File: config.mk
export PLATFORM = sky130hd
export DESIGN_NAME = venv_gen
export DESIGN_NICKNAME = d
export VERILOG_FILES = /design/src/rtl/venv_pkg.sv /design/src/rtl/venv_regs.sv /design/src/rtl/venv_timer.sv /design/src/rtl/venv_step.sv /design/src/rtl/venv_gen.sv
export SDC_FILE = /design/constraint.sdc
export NUM_CORES = 1
export LEC_CHECK = 0
export BUFFER_PORTS_ARGS = -buffer_cell sky130_fd_sc_hd__buf_2
export CAP_MARGIN = 20
export CORE_MARGIN = 2
export CORE_UTILIZATION = 40
export CTS_BUF_LIST = sky130_fd_sc_hd__clkbuf_16
export DETAILED_ROUTE_END_ITERATION = 7
export HOLD_SLACK_MARGIN = 0.08
export MAX_ROUTING_LAYER = met4
export PLACE_DENSITY = 0.52
export SKIP_LAST_GASP = 1
export SLEW_MARGIN = 10
export SYNTH_ARGS = -nofsm -noshare
export SYNTH_HDL_FRONTEND = slang
export SYNTH_SLANG_ARGS = --single-unit
File: constraint.sdc
create_clock -name clk -period 24.9 [get_ports clk]
set_clock_uncertainty 0.1 [all_clocks]
set_input_delay 7.47 -clock clk [delete_from_list [all_inputs] [get_ports clk]]
set_output_delay 7.47 -clock clk [all_outputs]
set_load 0.005 [all_outputs]
File: src/rtl/venv_pkg.sv
package venv_pkg;
  localparam int unsigned LVL_W   = 16;
  localparam int unsigned CODE_W  = 7;
  localparam int unsigned SEL_W   = 2;
  localparam int unsigned RATE_W  = 3;   // upper code bits: exponent of the rate
  localparam int unsigned MANT_W  = 4;   // lower code bits: linear part of the rate
  localparam int unsigned FRAC_W  = 3;   // eighths of a 6 dB octave in the sustain code
  localparam int unsigned CMD_BIT = 15;
  localparam int unsigned FRZ_BIT = 7;
  localparam int unsigned HI_LSB  = 8;

  localparam logic [SEL_W-1:0] SEL_STATE = 2'd0;
  localparam logic [SEL_W-1:0] SEL_AH    = 2'd1;
  localparam logic [SEL_W-1:0] SEL_DS    = 2'd2;

  typedef enum logic [2:0] {
    PH_IDLE    = 3'd0,
    PH_DELAY   = 3'd1,
    PH_ATTACK  = 3'd2,
    PH_HOLD    = 3'd3,
    PH_DECAY   = 3'd4,
    PH_SUSTAIN = 3'd5,
    PH_RELEASE = 3'd6
  } venv_phase_e;

  // Linear attack increment: (code+1) scaled by 2^(code>>4); code 0 never advances.
  function automatic logic [LVL_W-1:0] f_attack_step(input logic [CODE_W-1:0] a);
    logic [LVL_W-1:0] base;
    base = LVL_W'(a) + LVL_W'(1);
    if (a == '0) return '0;
    return base << a[CODE_W-1:CODE_W-RATE_W];
  endfunction

  // Proportional (log-domain) decrement: a fraction of the level plus a floor.
  function automatic logic [LVL_W-1:0] f_decay_step(input logic [LVL_W-1:0] lv,
                                                   input logic [CODE_W-1:0] d);
    logic [3:0] sh;
    sh = 4'd8 - {1'b0, d[CODE_W-1:CODE_W-RATE_W]};
    return (lv >> sh) + LVL_W'(d[MANT_W-1:0]) + LVL_W'(1);
  endfunction

  // Sustain target: octave shift from the upper bits of the attenuation,
  // piecewise-linear mantissa from the lower three bits.
  function automatic logic [LVL_W-1:0] f_sustain_target(input logic [CODE_W-1:0] s);
    logic [CODE_W-1:0] k;
    logic [LVL_W-1:0]  mant;
    if (s == '0) return '0;
    k    = ~s;
    mant = {LVL_W{1'b1}} - (LVL_W'(k[FRAC_W-1:0]) << (LVL_W - 4));
    return mant >> k[CODE_W-1:FRAC_W];
  endfunction
endpackage

File: src/rtl/venv_regs.sv
module venv_regs
  import venv_pkg::*;
(
  input  logic              clk,
  input  logic              rst_n,
  input  logic              wr_en,
  input  logic [SEL_W-1:0]  wr_sel,
  input  logic [LVL_W-1:0]  wr_data,
  output logic [CODE_W-1:0] atk_code,
  output logic [CODE_W-1:0] hold_code,
  output logic [CODE_W-1:0] sus_code,
  output logic [CODE_W-1:0] dec_code,
  output logic              frozen,
  output logic              start_evt,
  output logic              release_evt,
  output logic              cnt_load
);
  logic sel_ah, sel_ds;

  assign sel_ah      = wr_en && (wr_sel == SEL_AH);
  assign sel_ds      = wr_en && (wr_sel == SEL_DS);
  assign start_evt   = (sel_ah || sel_ds) && !wr_data[CMD_BIT];
  assign release_evt = sel_ds && wr_data[CMD_BIT];
  assign cnt_load    = wr_en && (wr_sel == SEL_STATE);

  always_ff @(posedge clk or negedge rst_n) begin
    if (!rst_n) begin
      atk_code  <= '0;
      hold_code <= '0;
      sus_code  <= '0;
      dec_code  <= '0;
      frozen    <= 1'b0;
    end else if (sel_ah) begin
      hold_code <= wr_data[HI_LSB +: CODE_W];
      atk_code  <= wr_data[CODE_W-1:0];
    end else if (sel_ds) begin
      sus_code  <= wr_data[HI_LSB +: CODE_W];
      frozen    <= wr_data[FRZ_BIT];
      dec_code  <= wr_data[CODE_W-1:0];
    end
  end
endmodule

File: src/rtl/venv_timer.sv
module venv_timer
  import venv_pkg::*;
(
  input  logic              clk,
  input  logic              rst_n,
  input  logic              cnt_load,
  input  logic [LVL_W-1:0]  cnt_wdata,
  input  logic              delay_adv,
  input  logic              hold_load,
  input  logic [CODE_W-1:0] hold_code,
  input  logic              hold_adv,
  output logic              delay_done,
  output logic              hold_done
);
  localparam logic [LVL_W-1:0] ORIGIN = LVL_W'(1) << (LVL_W - 1);
  localparam logic [LVL_W-1:0] LAST   = ORIGIN - LVL_W'(1);

  logic [LVL_W-1:0]  state_q;
  logic [CODE_W-1:0] hold_q;

  always_ff @(posedge clk or negedge rst_n) begin
    if (!rst_n)                             state_q <= '0;
    else if (cnt_load)                      state_q <= cnt_wdata;
    else if (delay_adv && state_q < ORIGIN) state_q <= state_q + LVL_W'(1);
  end

  always_ff @(posedge clk or negedge rst_n) begin
    if (!rst_n)                          hold_q <= '0;
    else if (hold_load)                  hold_q <= ~hold_code;
    else if (hold_adv && hold_q != '0)   hold_q <= hold_q - CODE_W'(1);
  end

  assign delay_done = delay_adv && (state_q >= LAST);
  assign hold_done  = hold_adv && (hold_q == '0);
endmodule

File: src/rtl/venv_step.sv
module venv_step
  import venv_pkg::*;
(
  input  logic [LVL_W-1:0]  level,
  input  logic [CODE_W-1:0] atk_code,
  input  logic [CODE_W-1:0] dec_code,
  input  logic [CODE_W-1:0] sus_code,
  output logic [LVL_W-1:0]  atk_next,
  output logic              atk_full,
  output logic [LVL_W-1:0]  dec_next,
  output logic              dec_landed,
  output logic [LVL_W-1:0]  rel_next,
  output logic              rel_zero
);
  logic [LVL_W:0]   atk_sum;
  logic [LVL_W-1:0] dstep, target;

  assign atk_sum    = {1'b0, level} + {1'b0, f_attack_step(atk_code)};
  assign atk_full   = atk_sum >= {1'b0, {LVL_W{1'b1}}};
  assign atk_next   = atk_full ? {LVL_W{1'b1}} : atk_sum[LVL_W-1:0];

  assign dstep      = f_decay_step(level, dec_code);
  assign target     = f_sustain_target(sus_code);
  assign dec_landed = {1'b0, level} <= ({1'b0, target} + {1'b0, dstep});
  assign dec_next   = dec_landed ? target : level - dstep;

  assign rel_zero   = level <= dstep;
  assign rel_next   = rel_zero ? '0 : level - dstep;
endmodule

File: src/rtl/venv_gen.sv
module venv_gen
  import venv_pkg::*;
(
  input  logic        clk,
  input  logic        rst_n,
  input  logic        tick,
  input  logic        wr_en,
  input  logic [1:0]  wr_sel,
  input  logic [15:0] wr_data,
  output logic [15:0] env_level,
  output logic [2:0]  env_phase
);
  venv_phase_e       phase_q;
  logic [LVL_W-1:0]  level_q;
  logic [CODE_W-1:0] atk_code, hold_code, sus_code, dec_code;
  logic              frozen, start_evt, release_evt, cnt_load;
  logic              adv, delay_adv, hold_adv, enter_hold;
  logic              delay_done, hold_done;
  logic [LVL_W-1:0]  atk_next, dec_next, rel_next;
  logic              atk_full, dec_landed, rel_zero;

  // A tick counts only when no write happens in the same cycle and the engine runs.
  assign adv        = tick && !frozen && !wr_en;
  assign delay_adv  = adv && (phase_q == PH_DELAY);
  assign hold_adv   = adv && (phase_q == PH_HOLD);
  assign enter_hold = adv && (phase_q == PH_ATTACK) && atk_full;

  venv_regs u_regs (
    .clk(clk), .rst_n(rst_n), .wr_en(wr_en), .wr_sel(wr_sel), .wr_data(wr_data),
    .atk_code(atk_code), .hold_code(hold_code), .sus_code(sus_code),
    .dec_code(dec_code), .frozen(frozen), .start_evt(start_evt),
    .release_evt(release_evt), .cnt_load(cnt_load)
  );

  venv_timer u_timer (
    .clk(clk), .rst_n(rst_n), .cnt_load(cnt_load), .cnt_wdata(wr_data),
    .delay_adv(delay_adv), .hold_load(enter_hold), .hold_code(hold_code),
    .hold_adv(hold_adv), .delay_done(delay_done), .hold_done(hold_done)
  );

  venv_step u_step (
    .level(level_q), .atk_code(atk_code), .dec_code(dec_code), .sus_code(sus_code),
    .atk_next(atk_next), .atk_full(atk_full), .dec_next(dec_next),
    .dec_landed(dec_landed), .rel_next(rel_next), .rel_zero(rel_zero)
  );

  always_ff @(posedge clk or negedge rst_n) begin
    if (!rst_n) begin
      phase_q <= PH_IDLE;
      level_q <= '0;
    end else if (start_evt) begin
      phase_q <= PH_DELAY;
      level_q <= '0;
    end else if (release_evt) begin
      phase_q <= PH_RELEASE;
    end else if (adv) begin
      unique case (phase_q)
        PH_DELAY: if (delay_done) phase_q <= PH_ATTACK;
        PH_ATTACK: begin
          level_q <= atk_next;
          if (atk_full) phase_q <= PH_HOLD;
        end
        PH_HOLD: if (hold_done) phase_q <= PH_DECAY;
        PH_DECAY: begin
          level_q <= dec_next;
          if (dec_landed) phase_q <= PH_SUSTAIN;
        end
        PH_RELEASE: begin
          level_q <= rel_next;
          if (rel_zero) phase_q <= PH_IDLE;
        end
        default: ;
      endcase
    end
  end

  assign env_level = level_q;
  assign env_phase = phase_q;
endmodule

==> impl_metrics.toml <==
[clock_tree]
hold_buffers = 0
cts_tree = "built"
cts_htree_levels = 3
cts_buffers = 9
cts_resized = 0
root_buffer = "clkbuf_16"
clk_latency_ps = 340
cts.sinks = 71
path_clk_slew_ps = 60
cts_buffer_depth = 2
cts_setup_buffers = 0

[cells_and_area]
area_growth_pct = 9.19
nFillCells = 2102
final_nets = 1177
post-route-util = 0.449
drive_above_1_share = 0.117
final_common_cell = "nand2_1"
final_cell_mix = "nand2_1, nor2_1, a21oi_1"
fin_cells = 1354

[worst_setup_path]
cpMostUsedCell = "ha_1"
crit_arrival_ps = 9740
slowest_delay_ps = 1080
cp_slowest_cell = "ha_1"
criticalPathCategory = "reg2reg"
critical_path.top_delay_family = "compound AO/OA/AOI/OAI gates"
cp_max_fo = 29
regToRegSetupSlack_ps = 15280
critPathRequiredTime_ps = 25030
end_kind = "register"
path_buf_inv = 2
startpoint_type = "register"

[drt]
vias = 7968
routed_wl_um = 27200
drtIter0Drc = 588
drc = 0
first_pass_iters = 5
vias_per_cell = 5.88
drtAntennaViolNets = 0
wl_per_cell_um = 20.1

[global_route]
grt-ovfl-total = 0
grt_pass1_wl_um = 42400
antenna_found_initial = 1
grt_pass1_vias = 7603
track_usage = 0.256
grt_max_degree = 72

[timing]
fmax_mhz = 104
rsz0062_at_grt = "false"
final-max-slew-violation-count = 0
hold_viol = 0
period_share = 0.386
worst_slew_pin_slew_ps = 1050
timing.slew.headroom = 0.297
layout_min_cycle_time_ps = 9620
setup_viol = 0
tns_ps = 0

[yosys]
synth_largest_area_cell = "dfrtp_1"
netlist_area_um2 = 8370
synthDistinctLibCells = 96
ys_warn_count = 0
synth_cells = 1065
avgSynthCellArea_um2 = 7.86
synthTopCellsByArea = "dfrtp_1, ha_1, nand2_1, a21oi_1, nor2_1"
synth_fp_nets = 1163
ys_ff_latch = 71
ys.flop_type = "dfrtp_1"
ys_seq_area_frac = 0.212
synth_edf_count = 0
synth_top_area_frac = 0.212
ys_async_sr_fraction = 1.00

[pwr]
pwr-share-clk = 0.102
seq_power_share = 0.150
switchingPower_w = 0.000763
vdd_drop_max_mv = 0.0655
power_per_cell_area_nw_per_um2 = 158
p_leak_nw = 4.11
p_sw_frac = 0.527
comb_power_share = 0.748
internal_power_w = 0.000684
power.total_w = 0.00145

[floorplanning]
start_util = 0.411
rows = 52
coreArea_um2 = 20400
die_y_um = 149
ios = 41
fp.dieW_um = 149
dieArea_um2 = 22100

[placement]
hpwl_um = 21100
place.gp.congestion = 0.927
dp.cells = 1337
place.port_buffers = 40

[status]
status = "finished clean"

[worst_hold_path]
worstHoldPathType = "reg2reg"

[job]
drv_cap = 0
## cell type report
cell class | count | area (µm²) | area share
Antenna cell | 1 | 2.50 | 0.000274
Clock buffer | 9 | 225 | 0.0246
Clock inverter | 6 | 110 | 0.0120
Inverter | 68 | 255 | 0.0279
Multi-Input combinational cell | 876 | 6140 | 0.671
Sequential cell | 71 | 1780 | 0.194
Tap cell | 270 | 338 | 0.0369
Timing Repair Buffer | 53 | 300 | 0.0328
## power groups by stage
stage / Sequential [W] / Combinational [W] / Clock (W)
after floorplan: 0.000186 / 0.000808 / 0
after global placement: 0.000220 / 0.00106 / 0
after detailed placement: 0.000219 / 0.00106 / 0
after CTS: 0.000217 / 0.00107 / 0.000149
after global routing: 0.000224 / 0.00119 / 0.000155
final: 0.000218 / 0.00108 / 0.000148
## metal layers
layer / vias up / global-route usage / part of all wire / wire length [µm]
met5: - / - / 0 / 0
met4: 0 / 0.101 / 0.034 / 922
met3: 48 / 0.0239 / 0.042 / 1150
met2: 208 / 0.394 / 0.45 / 12200
met1: 3761 / 0.348 / 0.48 / 13000
li1: 3951 / - / - / -
## metrics by stage
stage	setup WS (ps)	area, µm²	hold slack, ps
CTS	15440	9130	370
floorplan	15790	8370	334
detailed placement	15220	8800	362
finish	15280	9140	365
global placement	15290	8800	354
global route	14530	9140	382
## registers in the layout, summed over array words and instances (netlist names)
register and cells:
u_regs.atk_code 7, u_regs.hold_code 7, u_regs.frozen 1, env_phase 3, u_regs.sus_code 7, u_timer.hold_q 7, env_level 16, u_timer.state_q 16
u_regs.dec_code 7
## Yosys cell counts, drive strengths merged, types with 13 or more instances
cell type	number
nand4	17
a21o	21
mux2	22
xnor2	34
a221oi	15
clkbuf	40
a211oi	15
nor3	17
xor2	24
o21a	13
inv	68
nand3	27
nand2	126
a21oi	80
mux2i	21
ha	72
o21ai	64
a31oi	14
nor2	85
nand2b	16
dfrtp	71
## logic make-up (layout without fill, tap and decap cells)
kind of cell / after synthesis / count (layout) / synth area share
simple gates: 373 / 373 / 0.219
compound gates: 320 / 320 / 0.264
buf+inv: 118 / 136 / 0.0563
fa+ha+maj: 79 / 79 / 0.121
flops: 71 / 71 / 0.212
xor+xnor: 59 / 59 / 0.0651
mux: 45 / 45 / 0.0620
other cells: 0 / 1 / 0
## worst reg2reg max path: cells and delay by family, from the launching register on
family                     cells  cell delay (ps)
xor gates and xnor gates       2              400
adders and majority gates      5             2350
and+or+nand+nor               13             2200
muxes                          2              530
AOI/OAI and AO/OA             11             3010
DFF                            1              320
buffers and inverters          2              600
## final timing paths
| path | startpoint | to | cells past startpoint |
|---|---|---|---|
| min in group asynchronous | rst_n | u_regs.sus_code[3] | 1 |
| setup reg to reg | u_regs.dec_code[4] | env_level[9] | 35 |
| setup / recovery | u_regs.dec_code[4] | env_level[9] | 35 |
| max in group asynchronous | rst_n | u_timer.state_q[3] | 1 |
| hold reg to reg | u_regs.hold_code[0] | u_timer.hold_q[0] | 1 |
| hold / removal | u_regs.hold_code[0] | u_timer.hold_q[0] | 1 |
Note: power is estimated with default switching activity, not from simulation.
